--- src/rtl/ioidx_pkg.sv ---
package ioidx_pkg;
  localparam int NUM_TGT = 5;
  localparam int TW = $clog2(NUM_TGT + 1);

  localparam logic [4:0] OFS_ID0  = 5'h00;
  localparam logic [4:0] OFS_ID1  = 5'h01;
  localparam logic [4:0] OFS_CTRL = 5'h02;
  localparam logic [4:0] OFS_LINE = 5'h03;
  localparam logic [4:0] OFS_IDX  = 5'h04;

  localparam logic [TW-1:0] TGT_NONE = TW'(NUM_TGT);

  // field order follows the bit positions of the control byte
  typedef struct packed {
    logic test;
    logic irq_en;
    logic tmr_clr;
    logic tmr_off;
    logic card_rst;
  } ctrl_t;

  localparam ctrl_t CTRL_RST = '{test: 1'b0, irq_en: 1'b0, tmr_clr: 1'b0,
                                 tmr_off: 1'b1, card_rst: 1'b0};

  function automatic logic [TW-1:0] idx_to_tgt(input logic [7:0] v);
    case (v)
      8'd0:    return TW'(0);
      8'd1:    return TW'(1);
      8'd2:    return TW'(2);
      8'd4:    return TW'(3);
      8'd6:    return TW'(4);
      default: return TGT_NONE;
    endcase
  endfunction
endpackage

--- src/rtl/ioidx_hub_regs.sv ---
module ioidx_hub_regs
  import ioidx_pkg::*;
(
  input  logic       clk,
  input  logic       rst_n,
  input  logic       wr_en,
  input  logic [4:0] addr,
  input  logic [7:0] wdata,
  output ctrl_t      ctrl_q,
  output logic [3:0] sel_q,
  output logic       ser_q,
  output logic [7:0] idx_q
);
  logic  ctrl_we, line_we, idx_we;
  ctrl_t ctrl_d;
  logic [3:0] sel_d;
  logic       ser_d;
  logic [7:0] idx_d;

  always_comb begin
    ctrl_we = wr_en && (addr == OFS_CTRL);
    line_we = wr_en && (addr == OFS_LINE);
    idx_we  = wr_en && (addr == OFS_IDX);
    ctrl_d  = ctrl_t'(wdata[4:0]);
    sel_d   = wdata[3:0];
    ser_d   = wdata[7];
    idx_d   = wdata;
  end

  always_ff @(posedge clk or negedge rst_n) begin
    if (!rst_n) begin
      ctrl_q <= CTRL_RST;
    end else if (ctrl_we) begin
      ctrl_q <= ctrl_d;
    end
  end

  always_ff @(posedge clk or negedge rst_n) begin
    if (!rst_n) begin
      sel_q <= '0;
      ser_q <= 1'b0;
    end else if (line_we) begin
      sel_q <= sel_d;
      ser_q <= ser_d;
    end
  end

  always_ff @(posedge clk or negedge rst_n) begin
    if (!rst_n) begin
      idx_q <= '0;
    end else if (idx_we) begin
      idx_q <= idx_d;
    end
  end
endmodule

--- src/rtl/ioidx_hub_timer.sv ---
module ioidx_hub_timer #(
  parameter int PERIOD = 4096
) (
  input  logic clk,
  input  logic rst_n,
  input  logic off,
  input  logic clr,
  output logic pend_q
);
  localparam int CW = (PERIOD > 1) ? $clog2(PERIOD) : 1;
  localparam logic [CW-1:0] LAST = CW'(PERIOD - 1);

  logic [CW-1:0] cnt_q, cnt_d;
  logic          pend_d;
  logic          tick_en;

  always_comb begin
    tick_en = clr || !off;
    cnt_d   = cnt_q;
    pend_d  = pend_q;
    if (clr) begin
      cnt_d  = '0;
      pend_d = 1'b0;
    end else if (cnt_q == LAST) begin
      cnt_d  = '0;
      pend_d = 1'b1;
    end else begin
      cnt_d  = cnt_q + 1'b1;
    end
  end

  always_ff @(posedge clk or negedge rst_n) begin
    if (!rst_n) begin
      cnt_q  <= '0;
      pend_q <= 1'b0;
    end else if (tick_en) begin
      cnt_q  <= cnt_d;
      pend_q <= pend_d;
    end
  end
endmodule

--- src/rtl/ioidx_hub_window.sv ---
module ioidx_hub_window
  import ioidx_pkg::*;
(
  input  logic                 hst_rd,
  input  logic                 hst_wr,
  input  logic [4:0]           hst_addr,
  input  logic [7:0]           hst_wdata,
  input  logic [7:0]           idx,
  input  logic [NUM_TGT*8-1:0] tgt_rdata,
  output logic [NUM_TGT-1:0]   tgt_cs,
  output logic [3:0]           tgt_addr,
  output logic                 tgt_rd,
  output logic                 tgt_wr,
  output logic [7:0]           tgt_wdata,
  output logic [7:0]           win_rdata
);
  logic          win;
  logic [TW-1:0] pick;

  assign win  = hst_addr[4];
  assign pick = idx_to_tgt(idx);

  for (genvar k = 0; k < NUM_TGT; k++) begin : g_cs
    assign tgt_cs[k] = win && (pick == TW'(k));
  end

  assign tgt_addr  = hst_addr[3:0];
  assign tgt_wdata = hst_wdata;
  assign tgt_rd    = hst_rd && (|tgt_cs);
  assign tgt_wr    = hst_wr && (|tgt_cs);

  always_comb begin
    win_rdata = 8'hFF;
    for (int k = 0; k < NUM_TGT; k++) begin
      if (tgt_cs[k]) win_rdata = tgt_rdata[k*8 +: 8];
    end
  end
endmodule

--- src/rtl/ioidx_hub.sv ---
module ioidx_hub
  import ioidx_pkg::*;
#(
  parameter int         TMR_PERIOD = 4096,
  parameter int         NCHAN      = 2,
  parameter logic [7:0] CLASS_ID   = 8'h02,
  parameter logic [7:0] REV_ID     = 8'h01
) (
  input  logic                 clk,
  input  logic                 rst_n,
  input  logic [4:0]           hst_addr,
  input  logic                 hst_rd,
  input  logic                 hst_wr,
  input  logic [7:0]           hst_wdata,
  output logic [7:0]           hst_rdata,
  input  logic                 lc_irq,
  input  logic [NCHAN-1:0]     hd_irq,
  output logic                 irq_out,
  output logic [3:0]           irq_sel,
  output logic                 ser_en,
  output logic                 card_rst,
  output logic [NUM_TGT-1:0]   tgt_cs,
  output logic [3:0]           tgt_addr,
  output logic                 tgt_rd,
  output logic                 tgt_wr,
  output logic [7:0]           tgt_wdata,
  input  logic [NUM_TGT*8-1:0] tgt_rdata
);
  ctrl_t      ctrl_q;
  logic [7:0] idx_q;
  logic [7:0] win_rdata;
  logic [7:0] stat_byte;
  logic       tmr_pend;
  logic       hd_any;
  logic       src_any;
  logic       irq_en, tmr_off, tmr_clr;
  logic       irq_d, irq_q;

  ioidx_hub_regs u_regs (
    .clk    (clk),
    .rst_n  (rst_n),
    .wr_en  (hst_wr),
    .addr   (hst_addr),
    .wdata  (hst_wdata),
    .ctrl_q (ctrl_q),
    .sel_q  (irq_sel),
    .ser_q  (ser_en),
    .idx_q  (idx_q)
  );

  assign irq_en   = ctrl_q.irq_en;
  assign tmr_off  = ctrl_q.tmr_off;
  assign tmr_clr  = ctrl_q.tmr_clr;
  assign card_rst = ctrl_q.card_rst;

  ioidx_hub_timer #(.PERIOD(TMR_PERIOD)) u_tmr (
    .clk    (clk),
    .rst_n  (rst_n),
    .off    (tmr_off),
    .clr    (tmr_clr),
    .pend_q (tmr_pend)
  );

  ioidx_hub_window u_win (
    .hst_rd    (hst_rd),
    .hst_wr    (hst_wr),
    .hst_addr  (hst_addr),
    .hst_wdata (hst_wdata),
    .idx       (idx_q),
    .tgt_rdata (tgt_rdata),
    .tgt_cs    (tgt_cs),
    .tgt_addr  (tgt_addr),
    .tgt_rd    (tgt_rd),
    .tgt_wr    (tgt_wr),
    .tgt_wdata (tgt_wdata),
    .win_rdata (win_rdata)
  );

  // pending sources, reported active low
  assign hd_any    = |hd_irq;
  assign src_any   = lc_irq || hd_any || tmr_pend;
  assign stat_byte = {3'b000, ctrl_q.test, 1'b0, ~tmr_pend, ~hd_any, ~lc_irq};

  assign irq_d = irq_en && src_any;

  always_ff @(posedge clk or negedge rst_n) begin
    if (!rst_n) begin
      irq_q <= 1'b0;
    end else begin
      irq_q <= irq_d;
    end
  end

  assign irq_out = irq_q;

  always_comb begin
    hst_rdata = 8'h00;
    if (hst_rd) begin
      if (hst_addr[4]) begin
        hst_rdata = win_rdata;
      end else begin
        case (hst_addr)
          OFS_ID0:  hst_rdata = CLASS_ID;
          OFS_ID1:  hst_rdata = REV_ID;
          OFS_CTRL: hst_rdata = stat_byte;
          OFS_LINE: hst_rdata = {ser_en, 3'b000, irq_sel};
          OFS_IDX:  hst_rdata = idx_q;
          default:  hst_rdata = 8'h00;
        endcase
      end
    end
  end
endmodule

--- config.mk ---
export PLATFORM = sky130hd
export DESIGN_NAME = ioidx_hub
export DESIGN_NICKNAME = d
export VERILOG_FILES = /design/src/rtl/ioidx_pkg.sv /design/src/rtl/ioidx_hub_regs.sv /design/src/rtl/ioidx_hub_timer.sv /design/src/rtl/ioidx_hub_window.sv /design/src/rtl/ioidx_hub.sv
export SDC_FILE = /design/constraint.sdc
export NUM_CORES = 1
export LEC_CHECK = 0
export ABC_AREA = 1
export BUFFER_PORTS_ARGS = -buffer_cell sky130_fd_sc_hd__buf_2
export CORE_MARGIN = 2
export CORE_UTILIZATION = 40
export DETAILED_ROUTE_END_ITERATION = 8
export PLACE_DENSITY = 0.72
export SLEW_MARGIN = 5
export SYNTH_ARGS = -nofsm -noshare
export SYNTH_HDL_FRONTEND = slang
export SYNTH_SLANG_ARGS = --single-unit
--- constraint.sdc ---
create_clock -name clk -period 1.4 [get_ports clk]
set_clock_uncertainty 0.05 [all_clocks]
set_input_delay 0.07 -clock clk [delete_from_list [all_inputs] [get_ports clk]]
set_output_delay 0.07 -clock clk [all_outputs]
set_load 0.005 [all_outputs]
* Yosys cells after proc, flatten, opt, wreduce, memory -nomap -nowiden
Index checks and enable logic that the tools add are counted.
** Storage, ports and cells
- Bits of input ports :: 60
- Flip-flop bits (word level) :: 32
- Word-level logic and storage cells :: 63
** Operators by class
- Equality and inequality tests :: 13
- Bitwise logic cells :: 3
- Mux-type cells :: 13
- Reduce and logical (&&, ||, !) cells :: 22
- $add $sub $neg :: 1
** Operator list (count)
- 8-bit two-way mux :: 7
- 8-bit one-hot mux with 5 select lines :: 1
- 12-bit two-way mux :: 2
- 8-bit by 3-bit equality test with 1-bit output (second input constant) :: 2
- 3-bit one-hot mux with 5 select lines :: 1
- 12-bit by 1-bit adder with 12-bit output (second input constant) :: 1
- 12-bit equality test (second input constant) :: 1
- 1-bit logical AND :: 11
- 5-bit by 2-bit equality test with 1-bit output (second input constant) :: 2
- 8-bit by 1-bit equality test with 1-bit output (second input constant) :: 1
- 8-bit by 2-bit equality test with 1-bit output (second input constant) :: 1
- 8-bit logical NOT :: 1
- 3-bit by 2-bit equality test with 1-bit output (second input constant) :: 2
- 5-bit by 1-bit equality test with 1-bit output (second input constant) :: 1
- 5-bit by 3-bit equality test with 1-bit output (second input constant) :: 1
- 5-bit logical NOT :: 1
- 5-bit OR reduction :: 1
- 3-bit by 1-bit equality test with 1-bit output (second input constant) :: 1
- 3-bit equality test (second input constant) :: 1
- 3-bit logical NOT :: 1
- 1-bit logical OR :: 3
- 1-bit NOT :: 3
- 1-bit two-way mux :: 2
- 2-bit AND reduction :: 1
- 3 further kinds :: 3

* Depth between registers and ports, before layout
- Word-level depth :: 11
- Mapped depth :: 9
- Gate-level depth less buffers :: 9

* Cells and area by module
From an unflattened synthesis, not the netlist that was laid out.
** Unflattened totals
- Cell total of the unflattened synthesis :: 398
- Area, all modules :: 2726.4 µm²
** Modules (own cells, without submodules)
- ioidx_hub_regs :: area an instance 858.3 µm², sequential area each 451.7 µm², cells an instance 95, instances 1
- ioidx_hub_window :: area an instance 769.5 µm², sequential area each 0.0 µm², cells an instance 139, instances 1
- ioidx_hub_timer :: area an instance 757.0 µm², sequential area each 325.3 µm², cells an instance 100, instances 1
- ioidx_hub :: area an instance 341.6 µm², sequential area each 25.0 µm², cells an instance 64, instances 1

* Least setup slack after synthesis
Ideal clock, no wire load.
- Path type :: reg-to-reg
- Start :: register u_tmr.cnt_q[1]
- End :: register u_tmr.cnt_q[11]
- Library setup time :: 118 ps
- Arrival :: 1134 ps
- Data required time :: 1232 ps
- Cell stages (with the launch flop) :: 9
- Path slack :: 98 ps
- Path buffers :: 0
- Path through :: dfrtp_1 ha_1 nand3_1 nor4_2 nand2_1 nand2_1 nand2_2 inv_2 nor2_1
** On the way
- Word-level cells in the longest chain between the ends :: 3
- Elaborated cells on any way between the ends :: 4
** RTL lines
- from (decl) :: line ioidx_hub_timer.sv:13 : logic [CW-1:0] cnt_q, cnt_d;
- from (signal assigned) :: line ioidx_hub_timer.sv:37 : cnt_q <= cnt_d;
- 12-bit by 1-bit adder with 12-bit output or 12-bit equality test (tied branches) :: line ioidx_hub_timer.sv:28, ioidx_hub_timer.sv:24
- 12-bit two-way mux * :: line ioidx_hub_timer.sv:24 : end else if (cnt_q == LAST) begin
- 12-bit two-way mux * :: line ioidx_hub_timer.sv:21 : if (clr) begin
Mark *: on every way between the ends. The rest lies on a longest branch, timed or not.
A chain may end at the register's enable or synchronous reset.

* Final worst setup path
- Start :: register u_regs.idx_q[5]
- End :: output port hst_rdata[6]
** On the way
- Word-level cells in the longest chain between the ends :: 11
- Elaborated cells on any way between the ends :: 23
** RTL lines
- from (decl) :: line ioidx_hub_regs.sv:12 : output logic [7:0] idx_q
- from (signal assigned) :: line ioidx_hub_regs.sv:52 : idx_q <= idx_d;
- 8-bit by 3-bit equality test with 1-bit output, or another cell as far along :: line ioidx_pkg.sv:26 : case (v)
- 3-bit one-hot mux with 5 select lines * :: line ioidx_pkg.sv:26
- 3-bit logical NOT :: line ioidx_hub_window.sv:24 : assign tgt_cs[k] = win && (pick == TW'(k));
- 1-bit logical AND :: line ioidx_hub_window.sv:24
- 8-bit two-way mux (4 in series) :: line ioidx_hub_window.sv:35 : if (tgt_cs[k]) win_rdata = tgt_rdata[k*8 +: 8];
- 8-bit two-way mux * :: line ioidx_hub_window.sv:35
- 8-bit two-way mux * :: line ioidx_hub.sv:99 : if (hst_addr[4]) begin
- 8-bit two-way mux * :: line ioidx_hub.sv:98 : if (hst_rd) begin
- to (decl) :: line ioidx_hub.sv:15 : output logic [7:0] hst_rdata,
Marked as above.

==> impl_metrics.ini <==
[place]
dp_slack_ns = -0.127
dp_hpwl_mm = 5.01
gp_congestion = 0.891
dp.cells = 521
numPortBuffers = 93

[floorplanning]
design.core.area_um2 = 5890
dieArea_um2 = 6690
die_w_um = 81.8
fp-row-count = 28
die_height_um = 81.8
initial_core_util = 0.411
ios = 94

[worst_setup_path]
reg2reg_from = u_tmr.cnt_q[0]$_DFFE_PN0P_
required_ns = 1.28
crit_path_end_kind = output pin
cp-start-kind = flop
r2r_slack_ns = -0.11
reg2reg_depth = 8
crit_type = flop to output pin
crit_path_max_fanout = 7
arrival_ns = 1.72
worstReg2RegEnd = u_tmr.cnt_q[5]$_DFFE_PN0P_

[drt]
drtIter0Drc = 104
post-route-drc-count = 0
avgRoutedWirePerCell_um = 12.4
vias = 2521
viasPerCell = 4.69
final_antenna_net_count = 0
first_pass_iters = 4
drt_wl_total_mm = 6.67

[run]
cap_violations = 0

[cells_and_area]
drive_gt1_frac = 0.424
utilization = 0.567
area_growth_pct = 37.9
fin_cells = 537
fin_nets = 523
n_antenna_cell = 0

[clock_tree]
cts.sinks = 32
clk_pin_slew_ns = 0.06
htreeDepth = 2
cts_tree = built
insertion_delay_ns = 0.28
clock_path_buffers = 2
root_buffer = clkbuf_8
cts_buffers = 5

[timing]
hold-worst-slack_ns = 0.00837
tightest_slew_ns = 0.403
finalSetupViolCount = 26
rsz0062_at_grt = yes
drv_slew = 0
max_slew_margin = 0.731
timing.final.hold_violations = 0
fmax_mhz = 543
period_minus_slack_ns = 1.84
layout_setup_ws_ns = -0.441
finalCritPeriodShare = 1.32

[synth]
synthFlopType = dfrtp_1
avgSynthCellArea_um2 = 6.94
synthArstFlopShare = 1.00
synth_most_common_cell = nand2_1
synth_area_leaders = dfrtp_1 32%, nand2_1 12%, nor2_1 9.0%, inv_1 7.0%, buf_4 4.3%
yosysUniqueCellTypes = 32
synthesis.nets = 410
yosysTopAreaCell = dfrtp_1
synth_area_um2 = 2420
synth_cells = 349
synth_seq_cells = 32
synth_edf_count = 0
yosysTopAreaCellShare = 0.320
synth_common_cells = 76 x nand2_1, 58 x nor2_1, 45 x inv_1
synth-seq-area-share = 0.331
yosys_warnings = 0

[grt]
track_usage = 0.194
grt_pass1_vias = 2286
grt_first_pass_wirelength_mm = 10.1
globalRoute.totalOverflow = 0
grt_antenna_before_repair = 0
grt_max_degree = 33

[min_path]
min-delay-start = hst_wdata[4]
hold_end = u_regs.idx_q[4]$_DFFE_PN0P_
hold_depth = 3
min_path_type = input pin to flop

[power]
p_total_mw = 3.42
irDropWorstVdd_v = 0.000687
p_leak_nw = 1.79
powerDensity_nw_per_um2 = 1030

[outcome]
status = finished, violations left
violations = setup timing
## worst max path at each step
stage / start / end
6_report: u_regs.idx_q[5]$_DFFE_PN0P_ / hst_rdata[6]
5_1_grt: u_regs.idx_q[5]$_DFFE_PN0P_ / tgt_cs[3]
4_1_cts: u_regs.idx_q[5]$_DFFE_PN0P_ / hst_rdata[5]
3_5_place_dp: u_regs.idx_q[5]$_DFFE_PN0P_ / hst_rdata[5]
3_3_place_gp: u_regs.idx_q[5]$_DFFE_PN0P_ / hst_rdata[2]
2_1_floorplan: u_tmr.cnt_q[1]$_DFFE_PN0P_ / u_tmr.cnt_q[11]$_DFFE_PN0P_
## worst max-delay path, stage by stage, from the launching register on
cell	delay, ns
dfrtp_1	0.39
nor2_2	0.15
nand2_4	0.17
nor2_8	0.18
buf_4	0.15
nand3b_1	0.10
nand4_1	0.14
nor2_1	0.05
buf_2	0.12
## power breakdown
part	switching (mW)	total, mW	internal (mW)
Combinational	0.799	1.44	0.642
Sequential	0.207	1.33	1.13
Clock	0.313	0.650	0.337
## state kept, by name (all words and copies together), names as in the netlist
name           cells
u_regs.ser_q       1
u_regs.ctrl_q      5
u_tmr.cnt_q       12
u_tmr.pend_q       1
irq_out            1
u_regs.idx_q       8
u_regs.sel_q       4
## kinds of logic after synthesis
kind of cell               Yosys count  share of synthesized area
AOI/OAI and AO/OA                   35                     0.0749
and+or+nand+nor                    201                      0.425
buffers and inverters               73                      0.136
muxes                                2                    0.00930
DFF                                 32                      0.331
xor gates and xnor gates             5                     0.0181
adders and majority gates            1                    0.00517
## cell type report
class	count	area [um^2]
fill	531	2550
inverter	56	220
multi-input combinational	245	1420
tap	75	93.8
clock buffer	6	72.6
sequential	32	805
timing repair buffer	122	723
clock inverter	1	5.00
## stage by stage
| step | TNS (ns) | instance area, um^2 |
|---|---|---|
| floorplan | 0 | 2420 |
| global placement | -0.940 | 3030 |
| detailed placement | -1.65 | 3030 |
| CTS | -5.15 | 3210 |
| global route | -8.14 | 3340 |
| finish | -5.92 | 3340 |
## cell usage in the layout (no fill, tap or decap), types with 2 or more instances in the layout
cell type and count:
dfrtp_1 29, buf_2 91, dlygate4sd3_1 3, buf_6 4, nand2_1 74, mux2_2 2, clkbuf_8 5, nand3_2 6
nor4_2 2, xor2_1 3, a21oi_1 4, dfrtp_2 2, o21ai_1 8, nand2_2 6, buf_4 23, nor3_1 2
nor2_2 13, nand4_1 9, nor2_4 7, o21ai_2 5, nand2_4 2, o21ai_0 16, inv_2 12, nand3_4 2
nand3b_1 9, inv_1 41, nor2_8 4, nor2_1 48, inv_4 2, nand3_1 14
## routing by layer
layer	share of wire	GRT usage	routed length [um]
met4	0.018	0.0750	119
met2	0.47	0.340	3140
met3	0.062	0.0297	415
met1	0.45	0.239	2990
met5	0	0	0
## repair_timing
| item | CTS | global route |
|---|---|---|
| cloned | 1 | 0 |
| setup buffers | 1 | 4 |
| hold endpoints to repair | 33 | 0 |
| setup endpoints to repair | 25 | 27 |
| resized for setup | 13 | 33 |
| hold buffers | 3 | 0 |
| pin swaps | 7 | 5 |
No activity file was read; power rests on OpenSTA's default activity.
